<file path="src/rtl/vlp_pkg.sv">
package vlp_pkg;

  localparam int HDR_W   = 8;
  localparam int LNUM_W  = 8;
  localparam int VID_HDR_LAST = 6;

  typedef enum logic [1:0] {
    TX_IDLE,
    TX_LOAD,
    TX_SEND,
    TX_FIN
  } tx_state_e;

  function automatic logic is_video_hdr(input logic [HDR_W-1:0] h);
    return (h >= HDR_W'(1)) && (h <= HDR_W'(VID_HDR_LAST));
  endfunction

endpackage

</file>
<file path="src/rtl/vlp_line_buf.sv">
module vlp_line_buf #(
  parameter int WIDTH = 5,
  parameter int DEPTH = 90,
  parameter int AW    = 7
) (
  input  logic             clk,
  input  logic             wr_en,
  input  logic [AW-1:0]    wr_addr,
  input  logic [WIDTH-1:0] wr_data,
  input  logic [AW-1:0]    rd_addr,
  output logic [WIDTH-1:0] rd_data
);

  logic [WIDTH-1:0] mem [DEPTH];

  always_ff @(posedge clk) begin
    if (wr_en && (int'(wr_addr) < DEPTH)) mem[wr_addr] <= wr_data;
    rd_data <= mem[rd_addr];
  end

endmodule

</file>
<file path="src/rtl/vlp_tx_segmenter.sv">
module vlp_tx_segmenter
  import vlp_pkg::*;
#(
  parameter int SAMPLE_W     = 5,
  parameter int SEG_SAMPLES  = 16,
  parameter int LINE_SAMPLES = 90,
  parameter int AW           = 7
) (
  input  logic                            clk,
  input  logic                            rst,
  input  logic                            req,
  input  logic [LNUM_W-1:0]               req_line,
  output logic                            req_done,
  output logic [AW-1:0]                   rd_addr,
  input  logic [SAMPLE_W-1:0]             rd_data,
  output logic                            out_flag,
  output logic [HDR_W-1:0]                out_hdr,
  output logic [LNUM_W-1:0]               out_line,
  output logic [SAMPLE_W*SEG_SAMPLES-1:0] out_data,
  input  logic                            out_done
);

  localparam int NSEG   = (LINE_SAMPLES + SEG_SAMPLES - 1) / SEG_SAMPLES;
  localparam int DATA_W = SAMPLE_W * SEG_SAMPLES;
  localparam int SEG_W  = $clog2(NSEG + 1);
  localparam int CNT_W  = $clog2(SEG_SAMPLES + 1);

  tx_state_e          state;
  logic [SEG_W-1:0]   seg;
  logic [CNT_W-1:0]   cnt;
  logic [DATA_W-1:0]  data_q;
  int                 idx;
  logic               rd_in_line;
  logic               prev_in_line;

  // Sample index addressed this cycle; read data arrives one cycle later.
  always_comb begin
    idx          = int'(seg) * SEG_SAMPLES + int'(cnt);
    rd_in_line   = (int'(cnt) < SEG_SAMPLES) && (idx < LINE_SAMPLES);
    prev_in_line = (int'(cnt) > 0) && ((idx - 1) < LINE_SAMPLES);
    rd_addr      = rd_in_line ? AW'(idx) : '0;
  end

  always_ff @(posedge clk) begin
    if (rst) begin
      state    <= TX_IDLE;
      seg      <= '0;
      cnt      <= '0;
      data_q   <= '0;
      req_done <= 1'b0;
      out_flag <= 1'b0;
      out_hdr  <= '0;
      out_line <= '0;
    end else begin
      req_done <= 1'b0;
      case (state)
        TX_IDLE: begin
          if (req && !req_done) begin
            out_line <= req_line;
            seg      <= '0;
            cnt      <= '0;
            state    <= TX_LOAD;
          end
        end
        TX_LOAD: begin
          if (cnt != '0)
            data_q[(int'(cnt) - 1) * SAMPLE_W +: SAMPLE_W] <= prev_in_line ? rd_data : '0;
          if (int'(cnt) == SEG_SAMPLES) begin
            cnt      <= '0;
            out_hdr  <= HDR_W'(int'(seg) + 1);
            out_flag <= 1'b1;
            state    <= TX_SEND;
          end else begin
            cnt <= cnt + 1'b1;
          end
        end
        TX_SEND: begin
          if (out_done) begin
            out_flag <= 1'b0;
            if (int'(seg) == NSEG - 1) begin
              state <= TX_FIN;
            end else begin
              seg   <= seg + 1'b1;
              state <= TX_LOAD;
            end
          end
        end
        default: begin
          req_done <= 1'b1;
          state    <= TX_IDLE;
        end
      endcase
    end
  end

  assign out_data = data_q;

endmodule

</file>
<file path="src/rtl/vlp_rx_decoder.sv">
module vlp_rx_decoder
  import vlp_pkg::*;
#(
  parameter int SAMPLE_W     = 5,
  parameter int SEG_SAMPLES  = 16,
  parameter int LINE_SAMPLES = 90
) (
  input  logic                            clk,
  input  logic                            rst,
  input  logic                            in_flag,
  input  logic [HDR_W-1:0]                in_hdr,
  input  logic [LNUM_W-1:0]               in_line,
  input  logic [SAMPLE_W*SEG_SAMPLES-1:0] in_data,
  output logic                            in_done,
  output logic                            out_valid,
  output logic [HDR_W-1:0]                out_hdr,
  output logic [LNUM_W-1:0]               out_line,
  output logic [SAMPLE_W*SEG_SAMPLES-1:0] out_data,
  input  logic                            out_ack
);

  localparam int DATA_W = SAMPLE_W * SEG_SAMPLES;

  logic [DATA_W-1:0] cleaned;

  // Clear the slots that lie beyond the end of the line.
  always_comb begin
    for (int j = 0; j < SEG_SAMPLES; j++) begin
      if ((int'(in_hdr) - 1) * SEG_SAMPLES + j < LINE_SAMPLES)
        cleaned[j*SAMPLE_W +: SAMPLE_W] = in_data[j*SAMPLE_W +: SAMPLE_W];
      else
        cleaned[j*SAMPLE_W +: SAMPLE_W] = '0;
    end
  end

  always_ff @(posedge clk) begin
    if (rst) begin
      in_done   <= 1'b0;
      out_valid <= 1'b0;
      out_hdr   <= '0;
      out_line  <= '0;
      out_data  <= '0;
    end else begin
      in_done <= 1'b0;
      if (out_valid) begin
        if (out_ack) out_valid <= 1'b0;
      end else if (in_flag && !in_done) begin
        in_done <= 1'b1;
        if (is_video_hdr(in_hdr)) begin
          out_valid <= 1'b1;
          out_hdr   <= in_hdr;
          out_line  <= in_line;
          out_data  <= cleaned;
        end
      end
    end
  end

endmodule

</file>
<file path="src/rtl/video_line_packetizer.sv">
module video_line_packetizer
  import vlp_pkg::*;
#(
  parameter int SAMPLE_W     = 5,
  parameter int SEG_SAMPLES  = 16,
  parameter int LINE_SAMPLES = 90,
  parameter int AW           = $clog2(LINE_SAMPLES),
  parameter int DATA_W       = SAMPLE_W * SEG_SAMPLES
) (
  input  logic               clk,
  input  logic               rst,
  input  logic               lb_wr_en,
  input  logic [AW-1:0]      lb_wr_addr,
  input  logic [SAMPLE_W-1:0] lb_wr_sample,
  input  logic               gfx_tx_req,
  input  logic [LNUM_W-1:0]  gfx_tx_line,
  output logic               gfx_tx_done,
  output logic               link_tx_flag,
  output logic [HDR_W-1:0]   link_tx_hdr,
  output logic [LNUM_W-1:0]  link_tx_line,
  output logic [DATA_W-1:0]  link_tx_data,
  input  logic               link_tx_done,
  input  logic               link_rx_flag,
  input  logic [HDR_W-1:0]   link_rx_hdr,
  input  logic [LNUM_W-1:0]  link_rx_line,
  input  logic [DATA_W-1:0]  link_rx_data,
  output logic               link_rx_done,
  output logic               gfx_rx_valid,
  output logic [HDR_W-1:0]   gfx_rx_hdr,
  output logic [LNUM_W-1:0]  gfx_rx_line,
  output logic [DATA_W-1:0]  gfx_rx_data,
  input  logic               gfx_rx_ack
);

  logic [AW-1:0]       rd_addr;
  logic [SAMPLE_W-1:0] rd_data;

  vlp_line_buf #(
    .WIDTH(SAMPLE_W), .DEPTH(LINE_SAMPLES), .AW(AW)
  ) u_buf (
    .clk     (clk),
    .wr_en   (lb_wr_en),
    .wr_addr (lb_wr_addr),
    .wr_data (lb_wr_sample),
    .rd_addr (rd_addr),
    .rd_data (rd_data)
  );

  vlp_tx_segmenter #(
    .SAMPLE_W(SAMPLE_W), .SEG_SAMPLES(SEG_SAMPLES),
    .LINE_SAMPLES(LINE_SAMPLES), .AW(AW)
  ) u_tx (
    .clk      (clk),
    .rst      (rst),
    .req      (gfx_tx_req),
    .req_line (gfx_tx_line),
    .req_done (gfx_tx_done),
    .rd_addr  (rd_addr),
    .rd_data  (rd_data),
    .out_flag (link_tx_flag),
    .out_hdr  (link_tx_hdr),
    .out_line (link_tx_line),
    .out_data (link_tx_data),
    .out_done (link_tx_done)
  );

  vlp_rx_decoder #(
    .SAMPLE_W(SAMPLE_W), .SEG_SAMPLES(SEG_SAMPLES),
    .LINE_SAMPLES(LINE_SAMPLES)
  ) u_rx (
    .clk       (clk),
    .rst       (rst),
    .in_flag   (link_rx_flag),
    .in_hdr    (link_rx_hdr),
    .in_line   (link_rx_line),
    .in_data   (link_rx_data),
    .in_done   (link_rx_done),
    .out_valid (gfx_rx_valid),
    .out_hdr   (gfx_rx_hdr),
    .out_line  (gfx_rx_line),
    .out_data  (gfx_rx_data),
    .out_ack   (gfx_rx_ack)
  );

endmodule

</file>
<file path="config.mk">
export PLATFORM = sky130hd
export DESIGN_NAME = video_line_packetizer
export DESIGN_NICKNAME = d
export VERILOG_FILES = /design/src/rtl/vlp_pkg.sv /design/src/rtl/vlp_line_buf.sv /design/src/rtl/vlp_tx_segmenter.sv /design/src/rtl/vlp_rx_decoder.sv /design/src/rtl/video_line_packetizer.sv
export SDC_FILE = /design/constraint.sdc
export NUM_CORES = 1
export LEC_CHECK = 0
export BUFFER_PORTS_ARGS = -buffer_cell sky130_fd_sc_hd__buf_4
export CAP_MARGIN = 20
export CELL_PAD_IN_SITES_DETAIL_PLACEMENT = 1
export CELL_PAD_IN_SITES_GLOBAL_PLACEMENT = 2
export CORE_ASPECT_RATIO = 0.5
export CORE_MARGIN = 2
export CORE_UTILIZATION = 42
export CTS_CLUSTER_DIAMETER = 50
export DETAILED_ROUTE_END_ITERATION = 6
export GPL_ROUTABILITY_DRIVEN = 0
export HOLD_SLACK_MARGIN = 0.1
export PLACE_DENSITY = 0.92
export SETUP_SLACK_MARGIN = 0.05
export SLEW_MARGIN = 0
export SYNTH_ARGS = -nofsm -noshare
export SYNTH_HDL_FRONTEND = slang
export SYNTH_SLANG_ARGS = --single-unit
export TNS_END_PERCENT = 1
</file>
<file path="constraint.sdc">
create_clock -name clk -period 21.9 [get_ports clk]
set_clock_uncertainty 0.05 [all_clocks]
set_input_delay 5.475 -clock clk [delete_from_list [all_inputs] [get_ports clk]]
set_output_delay 5.475 -clock clk [all_outputs]
set_load 0.05 [all_outputs]
</file>
**Word-level counts from Yosys, hierarchy flattened**

Memories as Yosys holds them, arrays and structs flattened. A register that Yosys moved wholly into a read port is not among the register bits.
Cells that the tools add are included.

- Add/sub/neg operators: 23
- Multipliers: 1
- Order comparisons: 23
- Equal/unequal tests: 8
- Shifts and indexed selects: 2
- Multiplexer cells: 42
- Bitwise operators: 1
- Reduce and logical (&&, ||, !) cells: 23

Operators with widths:

| kind | count |
|---|---|
| 32-bit by 8-bit < comparator with 1-bit output (second input constant) | 17 |
| 13-bit by 5-bit adder with 14-bit output (second input constant) | 8 |
| 5-bit two-way mux | 19 |
| 80-bit bitwise mux | 1 |
| 5-bit by 33-bit variable shift with 80-bit output (first input constant) | 1 |
| 5-bit by 33-bit variable part select with 80-bit output | 1 |
| 13-bit by 4-bit adder with 14-bit output (second input constant) | 4 |
| 32-bit negation with 33-bit output | 1 |
| 32-bit by 4-bit multiplier with 32-bit output (second input constant) | 1 |
| 32-bit by 2-bit subtractor with 32-bit output (second input constant) | 1 |
| 13-bit by 3-bit adder with 14-bit output (second input constant) | 2 |
| 13-bit by 2-bit adder with 14-bit output (second input constant) | 1 |
| 13-bit by 8-bit < comparator with 1-bit output (second input constant) | 1 |
| 1-bit two-way mux | 10 |
| 5-bit one-hot mux with 2 select lines | 1 |
| 3-bit two-way mux | 3 |
| 3-bit AND reduction | 3 |
| 8-bit by 1-bit subtractor with 9-bit output (second input constant) | 1 |
| 7-bit by 5-bit adder with 8-bit output | 1 |
| 8-bit by 1-bit >= comparator with 1-bit output (second input constant) | 1 |
| 8-bit by 3-bit less-or-equal comparator with 1-bit output (second input constant) | 1 |
| 2-bit two-way mux | 4 |
| 2-bit AND reduction | 4 |
| 7-bit < comparator (second input constant) | 1 |
| other kinds (25) | 35 |

- Register bits: 206
- RAM bits: 450
- Bits of input ports: 123
- Output and inout bits: 196
- Word-level logic and storage cells: 137
- Memories: 1

Memory list:

| name | depth | bits a word | read ports | clocked after Yosys merged registers in | write ports | RTL line | source |
|---|---|---|---|---|---|---|---|
| u_buf.mem | 90 | 5 | 1 | 1 | 1 | vlp_line_buf.sv:14 | `logic [WIDTH-1:0] mem [DEPTH];` |

**Logic depth before layout (Yosys ltp)**

Gate-level depths: netlist of the first run.

- Depth in word-level cells: 7
- Depth in mapped cells: 30
- Gate-level depth less buffers: 22

**Hierarchy**

From an unflattened synthesis of the first run, not the netlist that was laid out.

- Cell total of the unflattened synthesis: 2028
- Area, all modules: 27939.3 µm²

By module, submodules not included:

| module | instances | cells an instance | area each (µm²) | seq. area each (µm²) |
|---|---|---|---|---|
| vlp_line_buf | 1 | 890 | 17978.5 | 13613.1 |
| vlp_tx_segmenter | 1 | 879 | 6771.5 | 2082.0 |
| vlp_rx_decoder | 1 | 259 | 3189.3 | 1961.9 |

**Worst setup path after synthesis of the first run**

No wires, ideal clock.

- Path kind: input -> register
- Start: in link_rx_hdr[2]
- End: reg u_rx.out_data[11]
- Setup time: 0.066 ns
- Arrival time: 7.297 ns
- Required time: 21.784 ns
- Path slack: 14.487 ns
- Stages: 7
- Buffers on the path: 3
- Cells stage by stage: clkbuf_1 > or3_1 > o311ai_0 > clkbuf_1 > buf_1 > a22oi_1 > nor2_1

- Cells in the longest elaborated chain, start to end: 4
- Elaborated cells between the ends (all ways): 8
- Classes of those cells: 2 x add/sub; 3 x order compare; 1 x mux; 2 x reduce/logical

RTL lines:

| item | RTL line | source |
|---|---|---|
| start, declared | video_line_packetizer.sv:24 | `input logic [HDR_W-1:0] link_rx_hdr,` |
| 8-bit by 1-bit subtractor with 9-bit output | vlp_rx_decoder.sv:29 | `if ((int'(in_hdr) - 1) * SEG_SAMPLES + j < LINE_SAMPLES)` |
| 13-bit by 3-bit adder with 14-bit output | vlp_rx_decoder.sv:29 |  |
| 32-bit by 8-bit < comparator with 1-bit output | vlp_rx_decoder.sv:29 |  |
| 5-bit two-way mux | vlp_rx_decoder.sv:29 |  |
| end signal, assigned | vlp_rx_decoder.sv:53 | `out_data <= cleaned;` |
| end, declared | vlp_rx_decoder.sv:18 | `output logic [SAMPLE_W*SEG_SAMPLES-1:0] out_data,` |

Parallel ways exist; a longest one is shown, timed or not.
A chain may end at the register's enable or synchronous reset.

**Worst setup path after layout of the first run**

- Start: reg u_tx.cnt[0]
- End: reg u_tx.data_q[42] (netlist: u_tx.out_data[42])

- Cells in the longest elaborated chain, start to end: 7
- Elaborated cells between the ends (all ways): 14
- Classes of those cells: 4 x add/sub; 1 x mul; 2 x order compare; 2 x shift; 2 x mux; 3 x reduce/logical

RTL lines:

| item | RTL line | source |
|---|---|---|
| start, declared | vlp_tx_segmenter.sv:30 | `logic [CNT_W-1:0] cnt;` |
| start signal, assigned | vlp_tx_segmenter.sv:74 | `cnt <= cnt + 1'b1;` |
| parallel branches: the longest is 7 deep, another holds 32-bit negation with 33-bit output | - |  |
| end signal, assigned by index | vlp_tx_segmenter.sv:67 | `data_q[(int'(cnt) - 1) * SAMPLE_W +: SAMPLE_W] <= prev_in_line ? rd_data : '0;` |
| end, declared | vlp_tx_segmenter.sv:31 | `logic [DATA_W-1:0] data_q;` |

Parallel ways; which one is timed is not known.

==> results.sh, run 1 <==
export IMPL_outcome="finished, final reports clean"
export IMPL_cp_max_fo=70
export IMPL_start_kind="flip-flop"
export IMPL_wirelength_um=96600
export IMPL_synth_area_leaders="edfxtp_1 (46%), dfxtp_1 (14%), mux2i_1 (4.2%), nand2_1 (4.0%), nor2_1 (3.9%)"
export IMPL_cts_repair_resized=0
export IMPL_grt_max_degree=106
export IMPL_core_area_mm2=0.0689
export IMPL_route_met3_wl_um=7230
export IMPL_critical_path_class="reg2reg"
export IMPL_grt_pass1_vias=22810
export IMPL_drc=0
export IMPL_synth_edf_count=450
export IMPL_synth_seq_area_share=0.604
export IMPL_cts_hold_buf=0
export IMPL_fin_tns_setup_ps=0
export IMPL_cts_tree="done"
export IMPL_grt_ovfl_total=0
export IMPL_numPortBuffers=314
export IMPL_final_common_cell="edfxtp_1"
export IMPL_crit_required_ps=22420
export IMPL_drive_gt1_frac=0.178
export IMPL_syn_avg_cell_area_um2=11.2
export IMPL_antennaDiodeCount=0
export IMPL_drt_iter0_markers=2007
export IMPL_fin_total_pwr_w=0.00286
export IMPL_dieArea_mm2=0.0719
export IMPL_die_h_um=191
export IMPL_gr_usage_all_layers=0.260
export IMPL_start_util=0.424
export IMPL_setup_ws_ps=13380
export IMPL_ff2ff_path_depth=22
export IMPL_setup_viol=0
export IMPL_maxUsedRoutingLayer="met5"
export IMPL_htree_levels=2
export IMPL_synth_top_area_share=0.462
export IMPL_final_area_mm2=0.0344
export IMPL_max_slew_margin_rel=0.253
export IMPL_synth_ff_type="edfxtp_1"
export IMPL_via_per_inst=6.01
export IMPL_syn_area_mm2=0.0292
export IMPL_n_fill_cell=7291
export IMPL_crit_start="u_tx.cnt[0]$_SDFFE_PP0P_"
export IMPL_vias=22844
export IMPL_layout_area_seq_mm2=0.0177
export IMPL_pre_cts_ws_ps=13420
export IMPL_io_pins=319
export IMPL_worst_pin_slew_ps=1090
export IMPL_synthArstFlopShare=0
export IMPL_wl_met1_um=39900
export IMPL_regToRegSetupSlack_ps=13380
export IMPL_cts_root_buf="clkbuf_16"
export IMPL_fmax_ghz=0.117
export IMPL_dr_wl_met2_um=46200
export IMPL_ir_drop_uv=62.2
export IMPL_clk_insertion_delay_late_ps=690
export IMPL_clk_pin_slew_ps=70
export IMPL_rows=68
export IMPL_hold_depth=2
export IMPL_antenna_found_initial=1
export IMPL_ys_types=95
export IMPL_hold_viol=0
export IMPL_numCtsBuffers=61
export IMPL_finalMaxSlewViolations=0
export IMPL_cts_setup_buffers=0
export IMPL_drtPass1Iterations=6
export IMPL_ys_warn_count=0
export IMPL_crit_path_end="u_tx.out_data[42]$_SDFFE_PP0P_"
export IMPL_dpl_cell_area_mm2=0.0323
export IMPL_min_path_type="reg2reg"
export IMPL_multi_input_area_mm2=0.0108
export IMPL_clock_sinks=657
export IMPL_ys_ff_latch=657
export IMPL_cp_arrival_ps=9030
export IMPL_reg2reg_to="u_tx.out_data[42]$_SDFFE_PP0P_"
export IMPL_r2r_start="u_tx.cnt[0]$_SDFFE_PP0P_"
export IMPL_dpl_hpwl_um=63600
export IMPL_rsz0062_at_grt="false"
export IMPL_final_net_count=2991
export IMPL_synthCells=2615
export IMPL_wl_per_cell_um=25.4
export IMPL_grt_pass1_wl_um=143000
export IMPL_drv_cap=0
export IMPL_layout_common_cells="edfxtp_1 (450), buf_4 (338), nand2_1 (312)"
export IMPL_period_needed_ps=8520
export IMPL_area_growth_pct=17.5
export IMPL_worst_setup_path_end_kind="flip-flop"
export IMPL_leakagePower_nw=11.7
export IMPL_synth_top_cell_by_area="edfxtp_1"
export IMPL_die_x_um=377
export IMPL_clockBufferDepth=3
export IMPL_antenna_left=0
export IMPL_min_period_over_period=0.389
export IMPL_power_density_mw_per_mm2=83.2
layer usage:
metal  track usage  vias up
met2         0.429      902
met3        0.0528      216
met1         0.342    11542
met5             0        -
met4        0.0883        2
li1              -    10182
final cells by class:
cell class	instances	area share
inverters	26	0.00284
repair buffers	342	0.0759
clock buffers	73	0.0472
clock inverters	41	0.0125
flip-flops and latches	657	0.514
multi-input cells	1752	0.314
well taps	910	0.0331
per-stage QoR:
stage,hold WS [ps],util,cells
floorplan,473,-,2618
global placement,389,0.468,3683
detailed placement,398,0.468,3686
CTS,407,0.498,3800
global route,422,0.499,3801
finish,403,0.499,3801
power by group:
part / internal, W / switching, W / leakage, nW
logic: 0.000122 / 0.000302 / 5.01
clock network: 0.000595 / 0.000505 / 1.01
registers: 0.00133 / 0.00000725 / 5.72
total: 0.00204 / 0.000815 / 11.7
flip-flops by register name, indices dropped and copies added (netlist names), 2 cells and up:
| register | cells |
|---|---|
| u_tx.state | 2 |
| u_rx.out_line | 8 |
| u_rx.out_hdr | 8 |
| u_tx.out_line | 8 |
| u_tx.cnt | 5 |
| u_buf.mem | 450 |
| u_tx.out_data | 80 |
| u_tx.seg | 3 |
| u_tx.out_hdr | 4 |
| u_rx.out_data | 80 |
| u_buf.rd_data | 5 |
cell usage after synthesis, types with 24 or more instances:
cell type  number
a211oi_1       29
a21oi_1        96
a22oi_1        90
a31oi_1        40
buf_1          28
clkbuf_1      140
dfxtp_1       207
edfxtp_1      450
ha_1           27
inv_1          24
mux2i_1       122
nand2_1       312
nand2b_1       73
nand3_1        86
nor2_1        302
nor2b_1        24
nor3_1         83
o21ai_0        90
o22ai_1        25
worst min path at each step:
| stage | startpoint | end | slack (ps) |
|---|---|---|---|
| after floorplan | u_tx.seg[0]$_SDFFE_PP0P_ | u_tx.out_hdr[0]$_SDFFE_PP0P_ | 470 |
| after global placement | u_rx.out_line[7]$_SDFFE_PP0P_ | u_rx.out_line[7]$_SDFFE_PP0P_ | 390 |
| after detailed placement | u_rx.out_hdr[4]$_SDFFE_PP0P_ | u_rx.out_hdr[4]$_SDFFE_PP0P_ | 400 |
| after CTS | u_rx.out_line[6]$_SDFFE_PP0P_ | u_rx.out_line[6]$_SDFFE_PP0P_ | 410 |
| after global routing | u_rx.out_line[2]$_SDFFE_PP0P_ | u_rx.out_line[2]$_SDFFE_PP0P_ | 420 |
| final | u_tx.out_line[4]$_SDFFE_PP0P_ | u_tx.out_line[4]$_SDFFE_PP0P_ | 400 |
critical path, cell delays in order (launching register included):
cell and delay (ps):
dfxtp_4 950, inv_1 90, buf_4 290, ha_1 910
clkinv_1 500, ha_1 340, ha_1 300, a211oi_2 100
nor3_2 160, buf_4 260, o21ai_0 190, or3_1 350
ha_1 470, and4b_1 220, and4_1 340, o2111ai_1 270
a21boi_0 220, or3_1 410, a211oi_2 730, nand4_2 150
buf_4 340, or4_1 580, a21oi_1 140
cells by family after synthesis:
family | after synthesis | synth area share
buf+inv | 209 | 0.0285
xor+xnor | 24 | 0.00792
fa+ha+maj | 28 | 0.0122
simple gates | 1007 | 0.161
mux | 158 | 0.0615
other cells | 1 | 0.000128
flops | 657 | 0.604
compound gates | 531 | 0.125
Power figures use the tool's default switching activity.
==> inputs of run 2 (changes only) <==
--- a/config.mk
+++ b/config.mk
@@ -5,18 +5,19 @@
 export SDC_FILE = /design/constraint.sdc
 export NUM_CORES = 1
 export LEC_CHECK = 0
+export ABC_AREA = 1
 export BUFFER_PORTS_ARGS = -buffer_cell sky130_fd_sc_hd__buf_4
 export CAP_MARGIN = 20
 export CELL_PAD_IN_SITES_DETAIL_PLACEMENT = 1
 export CELL_PAD_IN_SITES_GLOBAL_PLACEMENT = 2
 export CORE_ASPECT_RATIO = 0.5
 export CORE_MARGIN = 2
-export CORE_UTILIZATION = 42
+export CORE_UTILIZATION = 37
 export CTS_CLUSTER_DIAMETER = 50
 export DETAILED_ROUTE_END_ITERATION = 6
 export GPL_ROUTABILITY_DRIVEN = 0
 export HOLD_SLACK_MARGIN = 0.1
-export PLACE_DENSITY = 0.92
+export PLACE_DENSITY = 0.86
 export SETUP_SLACK_MARGIN = 0.05
 export SLEW_MARGIN = 0
 export SYNTH_ARGS = -nofsm -noshare
==> constraint.sdc (replaced) <==
create_clock -name clk -period 8.85 [get_ports clk]
set_clock_uncertainty 0.05 [all_clocks]
set_input_delay 2.2125 -clock clk [delete_from_list [all_inputs] [get_ports clk]]
set_output_delay 2.2125 -clock clk [all_outputs]
set_load 0.05 [all_outputs]
==> run 2 against run 1 <==
Effect of this change:
- total power grew to 3.0 times the previous value
- sequential cell count stayed put
- worst setup slack got worse by 11000 ps
- area after synthesis increased by 2.6%
- die area increased by 16%
- via count up 5.6%
- sequential share of layout area decreased by 1.4 points
- final cell count up 18%
- critical path depth rose by 12
- global-route usage down 2.5 points
- synthesized cell count rose by 19%
- cell area rose by 2.8%
- critical path type unchanged
- highest routed layer is now met4
==> results.sh, run 2 <==
export IMPL_min_period_over_period=0.765
export IMPL_wirelength_um=101000
export IMPL_power_density_mw_per_mm2=242
export IMPL_layout_area_seq_mm2=0.0177
export IMPL_io_pins=319
export IMPL_cts_hold_buf=0
export IMPL_synth_seq_area_share=0.589
export IMPL_synth_common_cells="nand2_1 (454), edfxtp_1 (450), nor2_1 (367)"
export IMPL_core_area_mm2=0.0798
export IMPL_hold_end="u_rx.out_hdr[3]$_SDFFE_PP0P_"
export IMPL_clk_pin_slew_ps=70
export IMPL_cp_arrival_ps=7240
export IMPL_setup_viol=0
export IMPL_synth_area_leaders="edfxtp_1 (45%), dfxtp_1 (14%), nand2_1 (5.7%), nor2_1 (4.6%), nand3_1 (4.5%)"
export IMPL_dpl_hpwl_um=67200
export IMPL_antenna_left=0
export IMPL_max_slew_margin_rel=0.183
export IMPL_cts_tree="done"
export IMPL_dpl_cell_area_mm2=0.0332
export IMPL_syn_area_mm2=0.0300
export IMPL_drv_cap=0
export IMPL_grt_ovfl_total=0
export IMPL_hold_depth=2
export IMPL_leakagePower_nw=13.0
export IMPL_area_growth_pct=17.8
export IMPL_syn_avg_cell_area_um2=9.63
export IMPL_final_common_cell="nand2_1"
export IMPL_ys_ff_latch=657
export IMPL_clockBufferDepth=3
export IMPL_min_path_type="reg2reg"
export IMPL_grt_pass1_vias=24232
export IMPL_yosysMostFrequentCell="nand2_1"
export IMPL_outcome="finished, final reports clean"
export IMPL_crit_required_ps=9330
export IMPL_drc=0
export IMPL_critPathMaxStageDelay_ps=490
export IMPL_period_needed_ps=6770
export IMPL_cpMaxStageDelayCell="inv_1"
export IMPL_drtPass1Iterations=5
export IMPL_fin_total_pwr_w=0.00853
export IMPL_ff2ff_path_depth=34
export IMPL_cts_setup_buffers=0
export IMPL_critical_path_class="reg2reg"
export IMPL_start_util=0.376
export IMPL_regToRegSetupSlack_ps=2080
export IMPL_multi_input_area_mm2=0.0108
export IMPL_synth_edf_count=450
export IMPL_r2r_start="u_tx.cnt[0]$_SDFFE_PP0P_"
export IMPL_clock_sinks=657
export IMPL_final_area_mm2=0.0353
export IMPL_synthArstFlopShare=0
export IMPL_htree_levels=2
export IMPL_worst_pin_slew_ps=1220
export IMPL_synth_ff_type="edfxtp_1"
export IMPL_clk_insertion_delay_late_ps=680
export IMPL_drt_iter0_markers=1982
export IMPL_ir_drop_uv=201
export IMPL_via_per_inst=5.39
export IMPL_ys_types=55
export IMPL_die_x_um=407
export IMPL_worst_setup_path_end_kind="flip-flop"
export IMPL_die_h_um=205
export IMPL_ys_warn_count=0
export IMPL_finalMaxSlewViolations=0
export IMPL_antenna_found_initial=3
export IMPL_numCtsBuffers=61
export IMPL_largest_register="u_buf.mem"
export IMPL_grt_max_degree=110
export IMPL_gr_usage_all_layers=0.234
export IMPL_largest_register_ffs=450
export IMPL_fmax_ghz=0.148
export IMPL_layout_common_cells="nand2_1 (454), edfxtp_1 (450), nor2_1 (362)"
export IMPL_synth_top_cell_by_area="edfxtp_1"
export IMPL_synth_top_area_share=0.451
export IMPL_grt_pass1_wl_um=150000
export IMPL_rsz0062_at_grt="false"
export IMPL_rows=73
export IMPL_cts_repair_resized=0
export IMPL_start_kind="flip-flop"
export IMPL_vias=24126
export IMPL_final_net_count=3483
export IMPL_cts_root_buf="clkbuf_16"
export IMPL_drive_gt1_frac=0.178
export IMPL_fin_tns_setup_ps=0
export IMPL_reg2reg_to="u_tx.out_data[28]$_SDFFE_PP0P_"
export IMPL_dieArea_mm2=0.0835
export IMPL_cp_max_fo=47
export IMPL_crit_top_cell="nand2_1"
export IMPL_largest_registers="u_buf.mem: 450 flops, u_rx.out_data: 80 flops, u_tx.out_data: 80 flops"
export IMPL_hp_start="u_rx.out_hdr[3]$_SDFFE_PP0P_"
export IMPL_synthCells=3115
export IMPL_numPortBuffers=314
export IMPL_hold_viol=0
export IMPL_n_fill_cell=9069
export IMPL_wl_per_cell_um=22.5
-- run 2: cell types whose count changed after synthesis, moves of 73 or more --
cell,change
o21bai_1,+87
inv_1,+153
or2_2,+93
a22oi_1,-87
o211ai_1,+102
o21ai_0,+156
nand3_1,+183
nand2_1,+142
nand2b_1,-73
mux2i_1,-102
-- run 2: metal layers --
layer,share of wire,wire length (µm),up-vias,GRT usage
met1,0.44,44200,12081,0.314
met2,0.49,49800,527,0.400
met5,0,0,-,0
met4,0.024,2400,0,0.0618
met3,0.043,4320,150,0.0305
li1,-,-,11368,-
-- run 2: cell type report --
cell class | count | share of cell area
Sequential cell | 657 | 0.500
Timing Repair Buffer | 346 | 0.0745
Tap cell | 1087 | 0.0385
Multi-Input combinational cell | 2073 | 0.307
Clock inverter | 36 | 0.0132
Antenna cell | 3 | 0.000213
Clock buffer | 77 | 0.0461
Inverter | 193 | 0.0207
-- run 2: worst max-delay path by stage --
stage,from,end,depth (start not counted)
after global routing,u_tx.cnt[0]$_SDFFE_PP0P_,u_tx.out_data[79]$_SDFFE_PP0P_,33
after floorplan,u_tx.cnt[0]$_SDFFE_PP0P_,u_tx.out_data[15]$_SDFFE_PP0P_,36
after detailed placement,u_tx.cnt[0]$_SDFFE_PP0P_,u_tx.out_data[28]$_SDFFE_PP0P_,34
after CTS,u_tx.cnt[0]$_SDFFE_PP0P_,u_tx.out_data[28]$_SDFFE_PP0P_,34
after global placement,u_tx.cnt[0]$_SDFFE_PP0P_,u_tx.out_data[45]$_SDFFE_PP0P_,31
final,u_tx.cnt[0]$_SDFFE_PP0P_,u_tx.out_data[28]$_SDFFE_PP0P_,34
-- run 2: worst max-delay path, delay by kind of cell (launching register included) --
family	cells	cell delay, ps
and+or+nand+nor	19	2810
DFF	1	310
buffers and inverters	6	1160
AOI/OAI and AO/OA	4	600
adders and majority gates	5	1680
-- run 2: kinds of logic (layout without fill, tap and decap cells) --
| family | count (synthesis) | after routing | share of synthesized area |
|---|---|---|---|
| buf+inv | 388 | 652 | 0.0517 |
| simple gates | 1331 | 1331 | 0.199 |
| compound gates | 678 | 678 | 0.138 |
| flops | 657 | 657 | 0.589 |
| fa+ha+maj | 28 | 28 | 0.0119 |
| mux | 20 | 20 | 0.00667 |
| xor+xnor | 12 | 12 | 0.00350 |
| other cells | 1 | 7 | 0.000125 |
-- run 2: power by group --
group          switching (W)  internal [W]
clock network        0.00125       0.00155
registers          0.0000250       0.00330
logic                0.00183      0.000572
-- run 2: through the flow --
| stage | hold slack [ps] | cells | worst slack [ps] | utilization |
|---|---|---|---|---|
| 2_1_floorplan | 429 | 3118 | 3530 | - |
| 3_3_place_gp | 387 | 4354 | 2380 | 0.416 |
| 3_5_place_dp | 388 | 4355 | 2200 | 0.416 |
| 4_1_cts | 399 | 4468 | 2170 | 0.442 |
| 5_1_grt | 430 | 4471 | 1410 | 0.442 |
| 6_report | 395 | 4472 | 2080 | 0.442 |
==> inputs of run 3 (changes only) <==
==> constraint.sdc (replaced) <==
create_clock -name clk -period 7 [get_ports clk]
set_clock_uncertainty 0.05 [all_clocks]
set_input_delay 1.75 -clock clk [delete_from_list [all_inputs] [get_ports clk]]
set_output_delay 1.75 -clock clk [all_outputs]
set_load 0.05 [all_outputs]
==> run 3 against run 2 <==
Effect of this change:
- sequential power increased by 26%
- critical path type unchanged
- first-iteration DRC count decreased by 7.9%
- critical path depth decreased by 3
- register-to-register slack got worse by 1400 ps
- clock power increased by 32%
- critical endpoint is now u_tx.out_data[76]$_SDFFE_PP0P_
- fmax increased by 7.8%
- hold slack got worse by 3.8 ps
- via count increased by 0.75%
==> results.sh, run 3 (same netlist as run 2, synthesis figures left out) <==
export IMPL_outcome="finished, final reports clean"
export IMPL_cpMaxStageDelayCell="nor4_1"
export IMPL_cp_max_fo=11
export IMPL_grt_pass1_wl_um=151000
export IMPL_rows=73
export IMPL_period_needed_ps=6280
export IMPL_critPathMaxStageDelay_ps=650
export IMPL_antenna_found_initial=1
export IMPL_io_pins=319
export IMPL_final_common_cell="nand2_1"
export IMPL_die_h_um=205
export IMPL_largest_registers="u_buf.mem: 450 flops, u_rx.out_data: 80 flops, u_tx.out_data: 80 flops"
export IMPL_pre_cts_ws_ps=941
export IMPL_setup_viol=0
export IMPL_drv_cap=0
export IMPL_largest_register="u_buf.mem"
export IMPL_grt_max_degree=195
export IMPL_cts_hold_buf=0
export IMPL_numPortBuffers=314
export IMPL_finalMaxSlewViolations=0
export IMPL_wirelength_um=101000
export IMPL_rsz0062_at_grt="false"
export IMPL_clk_pin_slew_ps=60
export IMPL_worst_pin_slew_ps=1150
export IMPL_p_clk_frac=0.337
export IMPL_dp_cells=4356
export IMPL_crit_top_cell="nand2_1"
export IMPL_clockBufferDepth=3
export IMPL_dpl_hpwl_um=67300
export IMPL_clk_insertion_delay_late_ps=650
export IMPL_setup_ws_ps=723
export IMPL_start_kind="flip-flop"
export IMPL_gr_usage_all_layers=0.237
export IMPL_area_growth_pct=18.3
export IMPL_max_slew_margin_rel=0.232
export IMPL_crit_required_ps=7460
export IMPL_fin_cells=4479
export IMPL_numCtsBuffers=68
export IMPL_drive_gt1_frac=0.179
export IMPL_p_comb_frac=0.278
export IMPL_worst_setup_path_end_kind="flip-flop"
export IMPL_leakagePower_nw=13.1
export IMPL_n_fill_cell=9027
export IMPL_vias=24307
export IMPL_wl_per_cell_um=22.6
export IMPL_critical_path_class="reg2reg"
export IMPL_grt_ovfl_total=0
export IMPL_p_sw_frac=0.364
export IMPL_cts_repair_resized=0
export IMPL_drt_iter0_markers=1826
export IMPL_layout_common_cells="nand2_1 (454), edfxtp_1 (450), nor2_1 (362)"
export IMPL_ir_drop_uv=164
export IMPL_clock_sinks=657
export IMPL_cts_tree="done"
export IMPL_min_period_over_period=0.897
export IMPL_cts_setup_buffers=0
export IMPL_largest_register_ffs=450
export IMPL_final_net_count=3491
export IMPL_antennaDiodeCount=0
export IMPL_p_switching_w=0.00399
export IMPL_dieArea_mm2=0.0835
export IMPL_grt_pass1_vias=24831
export IMPL_htree_levels=3
export IMPL_die_x_um=407
export IMPL_antenna_left=0
export IMPL_hold_viol=0
export IMPL_cts_root_buf="clkbuf_16"
export IMPL_power_density_mw_per_mm2=309
export IMPL_via_per_inst=5.43
export IMPL_cp_arrival_ps=6740
export IMPL_fmax_ghz=0.159
export IMPL_drc=0
export IMPL_pwr_share_seq=0.384
export IMPL_min_path_type="reg2reg"
export IMPL_fin_tns_setup_ps=0
export IMPL_start_util=0.376
export IMPL_drtPass1Iterations=5
export IMPL_internal_power_w=0.00697
export IMPL_core_area_mm2=0.0798
==> run 3: cell count changes in the layout (fill, tap and decap cells not counted), moves of 2 or more <==
cell and change:
clkbuf_16 +8, clkinv_1 +6, bufinv_16 -3, clkinv_2 -3
diode_2 -3, clkbuf_1 -2, clkinvlp_2 +2
==> run 3: critical path, delay by kind of cell, from the launching register on <==
kind / cells / cell delay, ps
AOI/OAI and AO/OA: 2 / 330
adders and majority gates: 6 / 1650
buffers and inverters: 5 / 610
and+or+nand+nor: 17 / 2930
xor gates and xnor gates: 1 / 280
DFF: 1 / 310
==> run 3: area by class of cell <==
cell class,instances,area (µm²),area share
clock buffers,84,1830,0.0517
clock inverters,38,407,0.0115
inverters,193,732,0.0206
multi-input cells,2073,10800,0.306
flip-flops and latches,657,17700,0.498
well taps,1087,1360,0.0383
repair buffers,347,2640,0.0744
==> run 3: worst paths after layout <==
check                                    to  cells after the start                    startpoint  slack, ps
min reg2reg    u_rx.out_hdr[3]$_SDFFE_PP0P_                      2  u_rx.out_hdr[3]$_SDFFE_PP0P_        390
max reg2reg  u_tx.out_data[76]$_SDFFE_PP0P_                     31      u_tx.cnt[0]$_SDFFE_PP0P_        720
max          u_tx.out_data[76]$_SDFFE_PP0P_                     31      u_tx.cnt[0]$_SDFFE_PP0P_        720
min            u_rx.out_hdr[3]$_SDFFE_PP0P_                      2  u_rx.out_hdr[3]$_SDFFE_PP0P_        390
==> run 3: per-layer routing <==
metal  vias to the layer above  routed length (µm)  global-route usage
li1                      11409                   -                   -
met1                     12169               43800               0.308
met2                       577               50100               0.408
met3                       152                4080              0.0308
met4                         0                3130              0.0843
met5                         -                   0                   0
==> run 3: stage by stage <==
stage | hold WS (ps) | total power, W | util | instance area, µm²
3_3_place_gp | 383 | 0.00723 | 0.416 | 33200
5_1_grt | 418 | 0.0115 | 0.444 | 35500
2_1_floorplan | 429 | 0.00630 | - | 30000
6_report | 391 | 0.0110 | 0.444 | 35500
4_1_cts | 394 | 0.0110 | 0.444 | 35400
3_5_place_dp | 384 | 0.00729 | 0.416 | 33200
==> run 3: power groups by stage <==
stage                     logic (W)  clock network, W  registers, W
after global routing        0.00335           0.00390       0.00421
after global placement      0.00294                 0       0.00429
after CTS                   0.00301           0.00376       0.00421
final                       0.00305           0.00370       0.00421
after floorplan             0.00198                 0       0.00433
after detailed placement    0.00300                 0       0.00429
